$ cat src/rtl/ll_dma_pkg.sv
package ll_dma_pkg;
  localparam int WORD_W   = 24;
  localparam int D_NEXT   = 0;
  localparam int D_CTRL   = 1;
  localparam int D_CNT    = 2;
  localparam int D_DSP    = 3;
  localparam int D_OFF    = 4;
  localparam int D_BASE   = 5;
  localparam int D_LIM    = 6;
  localparam int D_WORDS  = 7;
  localparam int EOL_BIT  = 14;
  localparam int DIR_BIT  = 1;
  localparam int BUF_LSB  = 5;
  localparam int BUF_W    = 4;
  localparam int FMT_LSB  = 10;
  localparam int FMT_W    = 3;
  localparam logic [15:0] Y_BASE  = 16'h1800;
  localparam logic [15:0] P_BASE  = 16'h2800;
  localparam logic [15:0] MAP_END = 16'h3800;
  localparam logic [3:0]  BUF_CIRC     = 4'hE;
  localparam logic [3:0]  BUF_FIFO_MAX = 4'h3;

  typedef enum logic [1:0] {SP_X = 2'd0, SP_Y = 2'd1, SP_P = 2'd2} space_e;
  typedef enum logic [2:0] {ST_IDLE, ST_FETCH, ST_CHECK, ST_RD, ST_WR, ST_NEXT} state_e;

  // byte width per format code, 0 marks an illegal code
  function automatic logic [2:0] fmt_step(input logic [FMT_W-1:0] f);
    case (f)
      3'd0:    return 3'd1;
      3'd1:    return 3'd2;
      3'd2:    return 3'd3;
      3'd3:    return 3'd4;
      3'd6:    return 3'd3;
      default: return 3'd0;
    endcase
  endfunction
endpackage

$ cat src/rtl/ll_dma_desc_check.sv
module ll_dma_desc_check
  import ll_dma_pkg::*;
#(
  parameter int DW = WORD_W
) (
  input  logic [DW-1:0]    ctrl_i,
  input  logic [DW-1:0]    cnt_i,
  input  logic [DW-1:0]    dsp_i,
  output logic             dir_o,
  output logic [BUF_W-1:0] buf_id_o,
  output logic [FMT_W-1:0] fmt_o,
  output logic             circ_o,
  output logic [2:0]       step_o,
  output logic             err_o
);
  logic [DW:0] span_end;
  logic        buf_bad, fmt_bad, range_bad;
  logic        unused_ctrl;

  assign dir_o    = ctrl_i[DIR_BIT];
  assign buf_id_o = ctrl_i[BUF_LSB +: BUF_W];
  assign fmt_o    = ctrl_i[FMT_LSB +: FMT_W];
  assign circ_o   = (buf_id_o == BUF_CIRC);
  assign step_o   = fmt_step(fmt_o);

  assign span_end  = {1'b0, dsp_i} + {1'b0, cnt_i};
  assign buf_bad   = !((buf_id_o <= BUF_FIFO_MAX) || circ_o);
  assign fmt_bad   = (step_o == 3'd0);
  assign range_bad = (cnt_i != '0) && (span_end > (DW+1)'(MAP_END));
  assign err_o     = buf_bad || fmt_bad || range_bad;

  assign unused_ctrl = ^{ctrl_i[DW-1:FMT_LSB+FMT_W], ctrl_i[FMT_LSB-1:BUF_LSB+BUF_W],
                         ctrl_i[BUF_LSB-1:DIR_BIT+1], ctrl_i[DIR_BIT-1:0]};
endmodule

$ cat src/rtl/ll_dma_space_map.sv
module ll_dma_space_map
  import ll_dma_pkg::*;
#(
  parameter int DW  = WORD_W,
  parameter int LAW = 13
) (
  input  logic [DW-1:0]  addr_i,
  output space_e         space_o,
  output logic [LAW-1:0] local_o
);
  always_comb begin
    if (addr_i < DW'(Y_BASE)) begin
      space_o = SP_X;
      local_o = LAW'(addr_i);
    end else if (addr_i < DW'(P_BASE)) begin
      space_o = SP_Y;
      local_o = LAW'(addr_i - DW'(Y_BASE));
    end else begin
      space_o = SP_P;
      local_o = LAW'(addr_i - DW'(P_BASE));
    end
  end
endmodule

$ cat src/rtl/ll_dma_buf_step.sv
module ll_dma_buf_step #(
  parameter int DW = 24
) (
  input  logic [DW-1:0] cur_i,
  input  logic [2:0]    step_i,
  input  logic [DW-1:0] base_i,
  input  logic [DW-1:0] limit_i,
  input  logic          circ_i,
  output logic [DW-1:0] nxt_o
);
  logic [DW-1:0] sum, top;
  assign sum   = cur_i + DW'(step_i);
  assign top   = base_i + limit_i;
  assign nxt_o = (circ_i && (sum > top)) ? base_i : sum;
endmodule

$ cat src/rtl/ll_dma_engine.sv
module ll_dma_engine
  import ll_dma_pkg::*;
#(
  parameter int DW    = WORD_W,
  parameter int PTR_W = 14,
  parameter int LAW   = 13
) (
  input  logic             clk_i,
  input  logic             rst_ni,
  input  logic             cfg_we_i,
  input  logic             cfg_sel_i,
  input  logic [DW-1:0]    cfg_wdata_i,
  output logic             busy_o,
  output logic             eol_o,
  output logic             err_o,
  output logic             desc_req_o,
  output logic [PTR_W-1:0] desc_addr_o,
  input  logic             desc_ack_i,
  input  logic [DW-1:0]    desc_rdata_i,
  output logic             mem_req_o,
  output logic             mem_we_o,
  output logic [1:0]       mem_space_o,
  output logic [LAW-1:0]   mem_addr_o,
  output logic [DW-1:0]    mem_wdata_o,
  input  logic             mem_ack_i,
  input  logic [DW-1:0]    mem_rdata_i,
  output logic             buf_req_o,
  output logic             buf_we_o,
  output logic [3:0]       buf_id_o,
  output logic [2:0]       buf_fmt_o,
  output logic [DW-1:0]    buf_addr_o,
  output logic [DW-1:0]    buf_wdata_o,
  input  logic             buf_ack_i,
  input  logic [DW-1:0]    buf_rdata_i
);
  localparam int IDX_W = $clog2(D_WORDS);

  state_e           state_q;
  logic [PTR_W-1:0] head_q, ptr_q;
  logic [IDX_W-1:0] idx_q;
  logic [DW-1:0]    desc_q [D_WORDS];
  logic [DW-1:0]    cnt_q, dsp_q, bptr_q, data_q;
  logic             eol_q, err_q;

  logic             dir, circ, dec_err;
  logic [2:0]       step;
  logic [DW-1:0]    bptr_nxt;
  space_e           space;
  logic             rd_ph, wr_ph, src_ack, dst_ack;
  logic             unused_bits;

  ll_dma_desc_check #(.DW(DW)) u_check (
    .ctrl_i  (desc_q[D_CTRL]),
    .cnt_i   (desc_q[D_CNT]),
    .dsp_i   (desc_q[D_DSP]),
    .dir_o   (dir),
    .buf_id_o(buf_id_o),
    .fmt_o   (buf_fmt_o),
    .circ_o  (circ),
    .step_o  (step),
    .err_o   (dec_err)
  );

  ll_dma_space_map #(.DW(DW), .LAW(LAW)) u_map (
    .addr_i (dsp_q),
    .space_o(space),
    .local_o(mem_addr_o)
  );

  ll_dma_buf_step #(.DW(DW)) u_step (
    .cur_i  (bptr_q),
    .step_i (step),
    .base_i (desc_q[D_BASE]),
    .limit_i(desc_q[D_LIM]),
    .circ_i (circ),
    .nxt_o  (bptr_nxt)
  );

  assign rd_ph   = (state_q == ST_RD);
  assign wr_ph   = (state_q == ST_WR);
  assign src_ack = dir ? mem_ack_i : buf_ack_i;
  assign dst_ack = dir ? buf_ack_i : mem_ack_i;

  always_ff @(posedge clk_i or negedge rst_ni) begin
    if (!rst_ni) begin
      state_q <= ST_IDLE;
      head_q  <= '0;
      ptr_q   <= '0;
      idx_q   <= '0;
      cnt_q   <= '0;
      dsp_q   <= '0;
      bptr_q  <= '0;
      data_q  <= '0;
      eol_q   <= 1'b0;
      err_q   <= 1'b0;
      for (int i = 0; i < D_WORDS; i++) desc_q[i] <= '0;
    end else begin
      case (state_q)
        ST_IDLE: if (cfg_we_i) begin
          if (!cfg_sel_i) head_q <= cfg_wdata_i[PTR_W-1:0];
          else begin
            ptr_q   <= head_q;
            idx_q   <= '0;
            eol_q   <= 1'b0;
            err_q   <= 1'b0;
            state_q <= ST_FETCH;
          end
        end
        ST_FETCH: if (desc_ack_i) begin
          desc_q[idx_q] <= desc_rdata_i;
          if (idx_q == IDX_W'(D_WORDS-1)) state_q <= ST_CHECK;
          else idx_q <= idx_q + 1'b1;
        end
        ST_CHECK: begin
          if (dec_err) begin
            err_q   <= 1'b1;
            state_q <= ST_IDLE;
          end else if (desc_q[D_CNT] == '0) begin
            state_q <= ST_NEXT;
          end else begin
            cnt_q   <= desc_q[D_CNT];
            dsp_q   <= desc_q[D_DSP];
            bptr_q  <= desc_q[D_BASE] + desc_q[D_OFF];
            state_q <= ST_RD;
          end
        end
        ST_RD: if (src_ack) begin
          data_q  <= dir ? mem_rdata_i : buf_rdata_i;
          state_q <= ST_WR;
        end
        ST_WR: if (dst_ack) begin
          cnt_q   <= cnt_q - 1'b1;
          dsp_q   <= dsp_q + 1'b1;
          bptr_q  <= bptr_nxt;
          state_q <= (cnt_q == DW'(1)) ? ST_NEXT : ST_RD;
        end
        ST_NEXT: begin
          if (desc_q[D_NEXT][EOL_BIT]) begin
            eol_q   <= 1'b1;
            state_q <= ST_IDLE;
          end else begin
            ptr_q   <= desc_q[D_NEXT][PTR_W-1:0];
            idx_q   <= '0;
            state_q <= ST_FETCH;
          end
        end
        default: state_q <= ST_IDLE;
      endcase
    end
  end

  assign busy_o      = (state_q != ST_IDLE);
  assign eol_o       = eol_q;
  assign err_o       = err_q;
  assign desc_req_o  = (state_q == ST_FETCH);
  assign desc_addr_o = ptr_q + PTR_W'(idx_q);
  assign mem_req_o   = dir ? rd_ph : wr_ph;
  assign mem_we_o    = !dir;
  assign mem_space_o = space;
  assign mem_wdata_o = data_q;
  assign buf_req_o   = dir ? wr_ph : rd_ph;
  assign buf_we_o    = dir;
  assign buf_addr_o  = bptr_q;
  assign buf_wdata_o = data_q;

  assign unused_bits = ^{desc_q[D_NEXT][DW-1:EOL_BIT+1], cfg_wdata_i[DW-1:PTR_W]};
endmodule

$ cat config.mk
export PLATFORM = sky130hd
export DESIGN_NAME = ll_dma_engine
export DESIGN_NICKNAME = d
export VERILOG_FILES = /design/src/rtl/ll_dma_pkg.sv /design/src/rtl/ll_dma_desc_check.sv /design/src/rtl/ll_dma_space_map.sv /design/src/rtl/ll_dma_buf_step.sv /design/src/rtl/ll_dma_engine.sv
export SDC_FILE = /design/constraint.sdc
export NUM_CORES = 1
export LEC_CHECK = 0
export BUFFER_PORTS_ARGS = -buffer_cell sky130_fd_sc_hd__buf_2
export CAP_MARGIN = 20
export CORE_MARGIN = 2
export CORE_UTILIZATION = 45
export CTS_CLUSTER_SIZE = 24
export DETAILED_ROUTE_END_ITERATION = 8
export PLACE_DENSITY_LB_ADDON = 0.25
export SLEW_MARGIN = 25
export SYNTH_ARGS = -nofsm -noshare
export SYNTH_HDL_FRONTEND = slang
export SYNTH_SLANG_ARGS = --single-unit
$ cat constraint.sdc
create_clock -name clk_i -period 6.4 [get_ports clk_i]
set_input_delay 1.28 -clock clk_i [delete_from_list [all_inputs] [get_ports clk_i]]
set_output_delay 1.28 -clock clk_i [all_outputs]
set_load 0.01 [all_outputs]
==> flow_summary.yaml <==
synth:
  yosysTopAreaCell: "dfrtp_1"
  synth.ff_latch_count: 275
  synth_top_area_share_pct: 39.28
  async_flop_share_pct: 100.0
  synth_edf_count: 0
  ys_warn_count: 0
  synthFlopType: "dfrtp_1"
  avgSynthCellArea_sq_um: 9.871
  ys_seq_area_share_pct: 39.28
  synth.area.top_cells: "dfrtp_1 39%, mux2_2 10%, ha_1 7.5%"
  syn_nets: 1988
  syn_area_sq_mm: 0.01752
  syn_inst: 1775
  synth_cell_types: 68
critical_path:
  critPathLaunchType: "flip-flop"
  reg2reg_depth: 24
  crit_path_end_kind: "flip-flop"
  cp_max_fo: 25
  critical_path_class: "reg -> reg"
  rr_startpoint: "desc_q[24]$_DFFE_PN0P_"
  required_ns: 6.83
  r2r_end: "buf_addr_o[18]$_DFFE_PN0P_"
  arrival_ns: 5.92
  worstSetupStartpoint: "desc_q[24]$_DFFE_PN0P_"
  rrSetupSlack_ns: 0.92
global_routing:
  grt_antenna_before_repair: 2
  grt_pass1_vias: 14300
  grt_first_pass_wirelength_microns: 77250
  grt.overflow.total: 0
  grt_max_degree: 139
  track_usage_pct: 23.85
min_path:
  min_path_cells: 1
  worstHoldStart: "desc_q[149]$_DFFE_PN0P_"
  holdPathEnd: "desc_q[149]$_DFFE_PN0P_"
  min_path_type: "reg -> reg"
placement:
  portBuffers: 208
  hpwl_microns: 34480
  routabilityCongestion: 0.8823
  dpl_cell_area_sq_mm: 0.01882
timing:
  rsz0062_at_grt: "no"
  fin_crit_ns: 5.485
  slew_viol_final: 0
  setup_viol: 0
  min_period_over_period_pct: 85.70
  worst_pin_slew_ns: 1.075
  clock-skew-final_ns: 0.03272
  fin_setup_tns_ns: 0
  relSlewSlack_pct: 27.68
  hold_violations: 0
  fmax_ghz: 0.1823
clock_network:
  cts_tree: "done"
  htreeDepth: 2
  cts.repair.resized: 0
  hold_buffers: 0
  cts_buffer_depth: 3
  cts_sinks: 275
  cts_made_buffers: 34
  root_buffer: "clkbuf_16"
  path_clk_slew_ns: 0.06
  cts_setup_buffers: 0
  clk_latency_ns: 0.57
floorplan:
  dieArea_sq_mm: 0.04053
  coreArea_sq_mm: 0.03856
  die_h_microns: 201.3
  fp-row-count: 72
  ios: 219
  start_util_pct: 45.44
  die_w_microns: 201.3
finish:
  nNetsFinal: 2137
  final_area_sq_mm: 0.01997
  syn_to_final_growth_pct: 13.99
  layout-drive-gt1-share_pct: 24.79
outcome:
  outcome: "finished, final reports clean"
drt:
  wl_microns: 48340
  route.vias.total: 14220
  post_drt_via_cell_ratio: 5.763
  first_iter_violations: 972
  detail-route-antenna-nets: 0
  drt_first_pass_iters: 6
  wl_per_cell_microns: 19.59
  drc: 0
run:
  max_cap_viol_count: 0
power_and_ir_drop:
  p_per_area_mw_per_mm2: 435.3
  peakVddDrop_mv: 0.2424
  p_leak_uw: 0.009689
-- area by class of cell --
class,instances,area [sq um]
Fill cell,3557,18590
Sequential cell,275,6882
Clock buffer,44,958.4
Tap cell,518,648.1
Clock inverter,16,176.4
Timing Repair Buffer,226,1199
Inverter,52,195.2
Antenna cell,2,5.005
Multi-Input combinational cell,1335,9908
-- per-layer routing --
layer	vias to the layer above	GRT usage (%)	wire length, microns
met4	0	8.456	1583
met1	7027	31.24	21230
li1	6761	-	-
met2	347	39.93	23060
met5	-	0	0
met3	88	3.952	2459
-- synth_stat cells (6+ instances only) --
library cell  count
nor2_1          157
nand2_1         114
clkbuf_1         59
dfrtp_1         275
ha_1            105
o221a_2          14
buf_4            43
nor2b_1          12
nor4_1           18
mux2i_1          74
xnor2_1          58
a31oi_1           8
o211ai_1          6
nor3b_1           6
nor3_1           41
o21a_1           13
a221o_1          30
o21ai_0          73
inv_1            52
a21o_1           38
or3_1            12
buf_2             7
o21bai_1          9
mux2_2          157
or4_1             6
o41ai_1           9
xor2_1           27
mux2_1           11
a21oi_1         135
nand3_1          49
or2_2             8
nand4_1          21
o31ai_1           6
and3_1           22
nand3b_1          8
nand2b_1         17
-- through the flow --
step	total power, uW	cells	util, %	worst slack (ns)	hold slack [ns]
after floorplan	5704	1775	-	1.342	0.4727
after CTS	8737	2466	51.76	0.9325	0.5078
after global routing	9331	2467	51.79	0.3579	0.5247
after detailed placement	6739	2406	48.82	0.9865	0.4953
final	8694	2468	51.80	0.9150	0.5069
after global placement	6618	2406	48.80	1.027	0.4904
-- critical path, cell delays in order (launching register included) --
cell and delay, ns:
dfrtp_1 0.40, ha_1 0.20, inv_1 0.06, fa_1 0.39
nor2b_1 0.13, o21ai_0 0.12, a21oi_1 0.18, o21ai_0 0.15
a21oi_1 0.29, a41oi_1 0.25, a2111oi_0 0.61, nor3_1 0.08
or2_2 0.30, ha_1 0.30, a21o_1 0.17, a21oi_1 0.13
nor2b_1 0.05, o21ai_0 0.14, a21oi_1 0.08, nor2_1 0.13
a211o_1 0.14, buf_4 0.41, mux2i_1 0.24, a21oi_1 0.08
mux2_1 0.31
-- registers in the layout, indices dropped and copies added (netlist names) --
register	cells
desc_q	143
buf_addr_o	24
buf_wdata_o	24
cnt_q	24
dsp_q	24
head_q	14
ptr_q	14
idx_q	3
state_q	3
eol_o	1
err_o	1
-- logic make-up (layout without fill, tap and decap cells) --
| group | count (synthesis) | after routing | synth area share, % |
|---|---|---|---|
| AOI/OAI and AO/OA | 390 | 390 | 14.83 |
| buffers and inverters | 165 | 338 | 4.506 |
| other | 0 | 2 | 0 |
| and+or+nand+nor | 508 | 508 | 14.05 |
| DFF | 275 | 275 | 39.28 |
| muxes | 242 | 242 | 15.03 |
| adders and majority gates | 110 | 110 | 8.070 |
| xor gates and xnor gates | 85 | 85 | 4.249 |
-- cell usage in the layout (no fill, tap or decap), drive strengths merged, types with 54 or more instances in the layout --
cell and instances:
inv 54, mux2i 74, buf 226, nand2 115, ha 105, dfrtp 275, xnor2 58, a21oi 135
nor2 157, o21ai 76, mux2 168
-- worst max path at each step --
stage / to / cells after the start
2_1_floorplan: buf_addr_o[12]$_DFFE_PN0P_ / 25
3_3_place_gp: buf_addr_o[2]$_DFFE_PN0P_ / 24
3_5_place_dp: buf_addr_o[9]$_DFFE_PN0P_ / 24
4_1_cts: buf_addr_o[15]$_DFFE_PN0P_ / 24
5_1_grt: buf_addr_o[13]$_DFFE_PN0P_ / 24
6_report: buf_addr_o[18]$_DFFE_PN0P_ / 24
-- where the power goes --
| group | internal [uW] | switching [uW] | leakage, uW |
|---|---|---|---|
| Sequential | 2390 | 756 | 0.00349 |
| Clock | 1150 | 797 | 0.000566 |
| Combinational | 1700 | 1890 | 0.00563 |
Note: power is estimated with default switching activity, not from simulation.
